[src/rtl/apm_pkg.sv]
package apm_pkg;
  localparam int ACC_PTR_W   = 4;
  localparam int STEP_MODE_W = 3;

  typedef struct packed {
    logic [STEP_MODE_W-1:0] mode;
    logic                   down;
  } step_cfg_t;

  localparam step_cfg_t STEP_CFG_RESET = '{mode: '0, down: 1'b0};
endpackage

[src/rtl/apm_cfg_reg.sv]
module apm_cfg_reg
  import apm_pkg::*;
(
  input  logic                   clk,
  input  logic                   rst,
  input  logic                   wr_en,
  input  logic [STEP_MODE_W-1:0] wr_mode,
  input  logic                   wr_down,
  output step_cfg_t              cfg
);
  always_ff @(posedge clk) begin
    if (rst)        cfg <= STEP_CFG_RESET;
    else if (wr_en) cfg <= '{mode: wr_mode, down: wr_down};
  end

  // the reset state of the configuration is off / increment
  assert_cfg_reset_R1: assert property (@(posedge clk) rst |=> (cfg.mode == '0 && !cfg.down));
  // a written configuration is visible from the next cycle
  assert_cfg_load_R10: assert property (@(posedge clk) disable iff (rst)
    wr_en |=> (cfg.mode == $past(wr_mode) && cfg.down == $past(wr_down)));
  // with no write the configuration does not change
  assert_cfg_hold_R10: assert property (@(posedge clk) disable iff (rst)
    !wr_en |=> $stable(cfg));
endmodule

[src/rtl/apm_window_dec.sv]
module apm_window_dec
  import apm_pkg::*;
#(
  parameter int PTR_W = ACC_PTR_W
) (
  input  logic [STEP_MODE_W-1:0] mode,
  output logic [PTR_W-1:0]       mask
);
  // Bit i belongs to the window once mode exceeds i; codes at or above
  // PTR_W open the whole pointer, which also covers the reserved codes.
  for (genvar i = 0; i < PTR_W; i++) begin : g_bit
    assign mask[i] = (int'(mode) > i);
  end

  always_comb begin
    // the window is always a run of low bits, never a gap
    assert_mask_contig_R6: assert (((mask + 1'b1) & mask) == '0);
    // mode zero opens no window
    assert_mask_off_R2: assert ((mode != '0) || (mask == '0));
  end
endmodule

[src/rtl/apm_step_unit.sv]
module apm_step_unit #(
  parameter int PTR_W = 4
) (
  input  logic [PTR_W-1:0] cur,
  input  logic [PTR_W-1:0] mask,
  input  logic             down,
  output logic [PTR_W-1:0] nxt
);
  logic [PTR_W-1:0] moved;

  always_comb begin
    if (down) moved = cur - PTR_W'(1);
    else      moved = cur + PTR_W'(1);
  end

  // Bits inside the window take the moved value; bits above keep theirs.
  // A carry or borrow leaving the window is dropped at the mask edge.
  for (genvar i = 0; i < PTR_W; i++) begin : g_sel
    assign nxt[i] = mask[i] ? moved[i] : cur[i];
  end
endmodule

[src/rtl/acc_ptr_stepper.sv]
module acc_ptr_stepper
  import apm_pkg::*;
#(
  parameter int PTR_W = ACC_PTR_W
) (
  input  logic                   clk,
  input  logic                   rst,
  input  logic                   ptr_wr_en,
  input  logic [PTR_W-1:0]       ptr_wr_val,
  input  logic                   cfg_wr_en,
  input  logic [STEP_MODE_W-1:0] cfg_wr_mode,
  input  logic                   cfg_wr_down,
  input  logic                   op_done,
  output logic [PTR_W-1:0]       acc_ptr
);
  step_cfg_t        cfg;
  logic [PTR_W-1:0] win_mask;
  logic [PTR_W-1:0] step_val;

  apm_cfg_reg u_cfg (
    .clk     (clk),
    .rst     (rst),
    .wr_en   (cfg_wr_en),
    .wr_mode (cfg_wr_mode),
    .wr_down (cfg_wr_down),
    .cfg     (cfg)
  );

  apm_window_dec #(.PTR_W(PTR_W)) u_win (
    .mode (cfg.mode),
    .mask (win_mask)
  );

  apm_step_unit #(.PTR_W(PTR_W)) u_step (
    .cur  (acc_ptr),
    .mask (win_mask),
    .down (cfg.down),
    .nxt  (step_val)
  );

  // A software load wins over a step in the same cycle.
  always_ff @(posedge clk) begin
    if (rst)            acc_ptr <= '0;
    else if (ptr_wr_en) acc_ptr <= ptr_wr_val;
    else if (op_done)   acc_ptr <= step_val;
  end

  assert_reset_clear_R1: assert property (@(posedge clk) rst |=> (acc_ptr == '0));

  assert_write_wins_R9: assert property (@(posedge clk) disable iff (rst)
    ptr_wr_en |=> (acc_ptr == $past(ptr_wr_val)));

  assert_idle_hold_R11: assert property (@(posedge clk) disable iff (rst)
    (!ptr_wr_en && !op_done) |=> $stable(acc_ptr));

  assert_off_no_step_R2: assert property (@(posedge clk) disable iff (rst)
    (op_done && !ptr_wr_en && cfg.mode == '0) |=> $stable(acc_ptr));

  assert_upper_frozen_R8: assert property (@(posedge clk) disable iff (rst)
    (op_done && !ptr_wr_en) |=> (((acc_ptr ^ $past(acc_ptr)) & ~$past(win_mask)) == '0));

  assert_up_by_one_R7: assert property (@(posedge clk) disable iff (rst)
    (op_done && !ptr_wr_en && !cfg.down) |=>
      (((acc_ptr - $past(acc_ptr)) & $past(win_mask)) == (PTR_W'(1) & $past(win_mask))));

  assert_down_by_one_R7: assert property (@(posedge clk) disable iff (rst)
    (op_done && !ptr_wr_en && cfg.down) |=>
      ((($past(acc_ptr) - acc_ptr) & $past(win_mask)) == (PTR_W'(1) & $past(win_mask))));

  assert_mod2_toggle_R3: assert property (@(posedge clk) disable iff (rst)
    (op_done && !ptr_wr_en && cfg.mode == 3'd1) |=> ((acc_ptr ^ $past(acc_ptr)) == PTR_W'(1)));
endmodule

[config.mk]
export PLATFORM = sky130hd
export DESIGN_NAME = acc_ptr_stepper
export DESIGN_NICKNAME = d
export VERILOG_FILES = /design/src/rtl/apm_pkg.sv /design/src/rtl/apm_cfg_reg.sv /design/src/rtl/apm_window_dec.sv /design/src/rtl/apm_step_unit.sv /design/src/rtl/acc_ptr_stepper.sv
export SDC_FILE = /design/constraint.sdc
export NUM_CORES = 1
export LEC_CHECK = 0
export ABC_AREA = 0
export BUFFER_PORTS_ARGS = -buffer_cell sky130_fd_sc_hd__buf_4
export CORE_AREA = 2 2 39 41
export DETAILED_ROUTE_END_ITERATION = 16
export DIE_AREA = 0 0 41 43
export HOLD_SLACK_MARGIN = 0.05
export RECOVER_POWER = 50
export SLEW_MARGIN = 20
export SYNTH_ARGS = -nofsm -noshare
export SYNTH_HDL_FRONTEND = slang
export SYNTH_SLANG_ARGS = --single-unit
[constraint.sdc]
create_clock -name clk -period 2.5 [get_ports clk]
set_input_delay 0.125 -clock clk [delete_from_list [all_inputs] [get_ports clk]]
set_output_delay 0.125 -clock clk [all_outputs]
set_load 0.005 [all_outputs]
==> impl_metrics.toml, run 1 <==
[clock_tree]
clockRootBuffer = "clkbuf_4"
cts.sinks = 8
clock_latency_ns = 0.25
post_cts_buffers = 0
numCtsBuffers = 3
htreeDepth = 1
cts_resized = 0
cts_hold_buf = 0
clockBufferDepth = 2
cts_tree = "built"
path_clk_slew_ns = 0.05

[timing]
fin_crit_ns = 1.38
period_share_pct = 55.1
worst_pin_slew_ns = 0.236
worst_slack_ns = 1.12
slew_headroom_pct = 84.2
skew_ns = 0.00454
fmax_mhz = 726
final_hold_viol_count = 0
fin_tns_setup_ns = 0
setup_viol = 0
slew_violations = 0
rsz0062_at_grt = "no"

[worst_setup_path]
cpPeakStageDelay_ns = 0.40
path_buf_inv = 1
cp-end-kind = "register"
cp_top_family = "adder cells"
slowest_stage = "fa_1"
r2r-start = "acc_ptr[1]"
worstSetupStartpointType = "register"
worstPathMaxFanout = 4
worstPathArrival_ns = 1.52
cp.required_ns = 2.64
worstPathCellList = "inv_1 > fa_1 > xor2_1 > nand4_1 > and3_1"
startpoint = "acc_ptr[1]"
worst-setup-path-type = "reg2reg"

[layout]
drive_above_1_share_pct = 33.3
multi_input_area_um2 = 288
register_area_um2 = 160
mostFrequentLayoutCell = "buf_4"
nFillCells = 143
n_antenna_cell = 0
area_growth_pct = 32.4
final_nets = 87
most-common-layout-cells = "buf_4 (14), dfxtp_1 (8), inv_1 (5), nor2_1 (5), clkbuf_4 (5)"

[power]
p_sw_share_pct = 25.7
pwr-share-clk_pct = 31.0
p_sw_mw = 0.0798
p_leak_nw = 0.291
power_frac_comb_pct = 21.9
powerDensity_mw_per_mm2 = 494
internal-power_mw = 0.231
peakVddDrop_mv = 0.226
p_seq_share_pct = 47.1

[job]
max_cap_viol_count = 0

[route]
route.detailed.drc = 0
routedWlPerCell_um = 11.3
via_count = 420
dr.pass1.iters = 4
via_per_inst = 4.94
routed_wirelength_um = 960
drtIter0Drc = 3
detail-route-antenna-nets = 0

[grt]
grt_usage_pct = 13.0
grt_pass1_wl_um = 1510
antenna_found_initial = 0
grt_pass1_vias = 372
grt_max_degree = 10
grt_remaining_overflow = 0

[floorplanning]
start_util_pct = 34.4
die_x_um = 41
core-area_mm2 = 0.00138
pin_count = 17
die_y_um = 43
die_area_mm2 = 0.00176
num_rows = 14

[yosys]
yosys_warnings = 0
syn_inst = 52
avgSynthCellArea_um2 = 9.14
syn-num-nets = 68
synth-seq-area-share_pct = 33.7
synth_cell_types = 26
ys_seq_elements = 8
synth_area_um2 = 475

[placed_design]
dpl_worst_slack_ns = 1.13
dpl.hpwl_um = 804
port_buffers = 16
place.gp.congestion = 0.747

[hold_path]
hold_start = "rst"
hold_path_class = "in2reg"

[outcome]
status = "finished, final reports clean"
==> worst paths after layout <==
| check | to | depth (start not counted) | slack [ns] |
|---|---|---|---|
| max reg2reg | acc_ptr[2] | 5 | 1.12 |
| min reg2reg | u_cfg.cfg[1] | 2 | 0.57 |
| min | acc_ptr[0] | 2 | 0.11 |
| max | acc_ptr[2] | 5 | 1.12 |
==> cell usage after synthesis <==
library cell	count	share of area, %
a211o_1	1	1.8
a211oi_2	1	2.6
a21o_2	1	1.8
a21oi_1	3	3.2
a31oi_1	1	1.3
and2_1	2	2.6
and3_1	1	1.3
and4bb_2	1	2.6
buf_2	1	1.1
clkbuf_1	1	0.79
dfxtp_1	8	34
fa_1	1	4.2
ha_1	2	5.3
inv_1	5	3.9
mux2i_1	4	8.4
nand2_1	2	1.6
nand2b_1	1	1.3
nand3_1	1	1.1
nand4_1	2	2.6
nor2_1	5	3.9
o211ai_1	2	3.2
o21a_1	1	1.6
o221ai_1	1	1.8
o31ai_2	1	2.6
xnor2_1	1	1.8
xor2_1	2	3.7
==> stage by stage <==
stage / power (mW) / area, um^2 / instances / utilization (%) / hold slack (ns)
4_1_cts: 0.318 / 629 / 85 / 45.5 / 0.0987
3_5_place_dp: 0.218 / 607 / 82 / 43.9 / 0.371
3_3_place_gp: 0.218 / 607 / 82 / 43.9 / 0.359
6_report: 0.311 / 629 / 85 / 45.5 / 0.107
2_1_floorplan: 0.187 / 475 / 52 / - / 0.261
5_1_grt: 0.332 / 629 / 85 / 45.5 / 0.101
==> power by group through the flow <==
stage	Combinational [mW]	Sequential [mW]	Clock [mW]
finish	0.0680	0.146	0.0962
global route	0.0758	0.148	0.109
CTS	0.0692	0.147	0.103
detailed placement	0.0689	0.149	0
global placement	0.0687	0.149	0
floorplan	0.0398	0.147	0
==> worst reg2reg max path, stage by stage (launching register included) <==
cell	delay [ns]
dfxtp_1	0.39
inv_1	0.08
fa_1	0.40
xor2_1	0.14
nand4_1	0.10
and3_1	0.17
==> sequential cells by signal, indices dropped and copies added, names as in the netlist <==
signal and flops:
u_cfg.cfg 4, acc_ptr 4
==> final cells by class <==
class                           count  area share (%)
Tap cell                           16            3.18
Inverter                            5            2.98
Sequential cell                     8            25.4
Clock buffer                        3            3.58
Multi-Input combinational cell     37            45.7
Timing Repair Buffer               16            19.1
==> cell families after synthesis <==
logic type	count (synthesis)	share of synthesized area [%]
fa+ha+maj	3	9.47
xor+xnor	3	5.53
buf+inv	7	5.79
flops	8	33.7
compound gates	12	20.0
mux	4	8.42
simple gates	15	17.1
==> metal layers <==
metal / vias to the layer above / routed length [um] / part of all wire [%] / global-route usage [%]
met4: 0 / 0 / 0 / 10.0
met3: 0 / 30 / 3.1 / 1.57
met5: - / 0 / 0 / 0
li1: 219 / - / - / -
met2: 8 / 503 / 52 / 20.6
met1: 193 / 426 / 44 / 14.6
Note: power is estimated with default switching activity, not from simulation.
==> run 2, diff against run 1 <==
==> constraint.sdc (replaced) <==
create_clock -name clk -period 1.4 [get_ports clk]
set_input_delay 0.07 -clock clk [delete_from_list [all_inputs] [get_ports clk]]
set_output_delay 0.07 -clock clk [all_outputs]
set_load 0.005 [all_outputs]
==> impl_metrics.toml, run 2 (synthesized netlist as in run 1, its figures left out) <==
[grt]
grt_usage_pct = 15.9
met2_usage_pct = 24.1
grt_util_met3_pct = 3.14
grt_util_met1_pct = 17.9
grt_pass1_wl_um = 1860
grt_max_degree = 10
grt_remaining_overflow = 0
antenna_found_initial = 0
grt_busiest_layer = "met2"
grt_pass1_vias = 457

[placed_design]
dpl.cell_count = 85
dpl_worst_slack_ns = 0.0518
place.gp.congestion = 0.794
dpl.hpwl_um = 853
port_buffers = 16
place_area_um2 = 629

[layout]
most-common-layout-cells = "buf_4 (15), dfxtp_1 (6), clkbuf_4 (6), nor2_1 (5)"
drive_above_1_share_pct = 37.3
final_cells = 91
final_nets = 93
n_antenna_cell = 0
area_growth_pct = 43.2
stdcell_area_um2 = 681
mostFrequentLayoutCell = "buf_4"
nFillCells = 144
reg.largest.list = "acc_ptr (4), u_cfg.cfg (4)"
fin_util_pct = 49.2

[worst_setup_path]
slowest_stage = "fa_1"
worst-setup-path-type = "reg2reg"
cp_top_family = "adder cells"
cpPeakStageDelay_ns = 0.42
cp.required_ns = 1.56
path_buf_inv = 1
worstPathMaxFanout = 2
worstPathArrival_ns = 1.49
worstSetupStartpointType = "register"
rrSetupSlack_ns = 0.06
cp-end-kind = "register"
worstPathCellList = "inv_2 > fa_1 > xor2_1 > nand4_1 > and3_1"

[floorplanning]
num_rows = 14
pin_count = 17
die_y_um = 43
start_util_pct = 34.4
die_x_um = 41
core-area_mm2 = 0.00138
die_area_mm2 = 0.00176

[power]
powerDensity_mw_per_mm2 = 869
peakVddDrop_mv = 0.358
p_leak_nw = 0.315
p_total_mw = 0.592

[clock_tree]
cts.sinks = 8
cts_tree = "built"
clock_latency_ns = 0.26
htreeDepth = 1
post_cts_buffers = 0
path_clk_slew_ns = 0.06
clockRootBuffer = "clkbuf_4"
numCtsBuffers = 3
clockBufferDepth = 2

[route]
via_per_inst = 5.13
detail-route-antenna-nets = 0
routed_wirelength_um = 1130
dr.pass1.iters = 4
via_count = 467
drtIter0Drc = 6
routedWlPerCell_um = 12.4
route.detailed.drc = 0

[timing]
fmax_mhz = 747
setup_viol = 0
fin_tns_setup_ns = 0
worst_slack_ns = 0.0618
fin_crit_ns = 1.34
skew_ns = 0.00196
slew_headroom_pct = 84.2
worst_pin_slew_ns = 0.235
hold_ws_ns = 0.0512
period_share_pct = 95.6
rsz0062_at_grt = "no"
final_hold_viol_count = 0
slew_violations = 0

[hold_path]
hold_path_class = "in2reg"

[outcome]
status = "finished, final reports clean"

[job]
max_cap_viol_count = 0
[run 2: layout make-up]
type,count,area [um^2],share of cell area (%)
multi-input cells,37,288,42.3
repair buffers,22,169,24.8
flip-flops and latches,8,163,23.9
clock buffers,3,22.5,3.31
well taps,16,20.0,2.94
inverters,5,18.8,2.76
[run 2: worst reg2reg max path, stage by stage (launching register included)]
cell and delay (ns):
dfxtp_2 0.33, inv_2 0.05, fa_1 0.42, xor2_1 0.15
nand4_1 0.11, and3_1 0.17
[run 2: layer usage]
layer | part of all wire [%] | vias to the layer above
met1 | 42 | 211
li1 | - | 233
met5 | 0 | -
met3 | 4.9 | 5
met4 | 3.7 | 0
met2 | 49 | 18
[run 2: power breakdown]
group	internal, mW	switching [mW]
Sequential	0.244	0.0157
Combinational	0.0828	0.0600
Clock	0.0989	0.0898
Total	0.426	0.165
[run 2: path summary, 6_finish.rpt]
path / start / endpoint / cells past startpoint
hold reg to reg: u_cfg.cfg[2] / u_cfg.cfg[2] / 2
setup reg to reg: acc_ptr[0] / acc_ptr[2] / 5
hold / removal: cfg_wr_mode[1] / u_cfg.cfg[2] / 3
setup / recovery: acc_ptr[0] / acc_ptr[2] / 5
[run 2: timing repair]
| item | in CTS | in global routing |
|---|---|---|
| endpoints found under the hold margin | 3 | 0 |
| hold buffers | 3 | 0 |
| resized for setup | 0 | 3 |
| setup endpoints to repair | 0 | 2 |
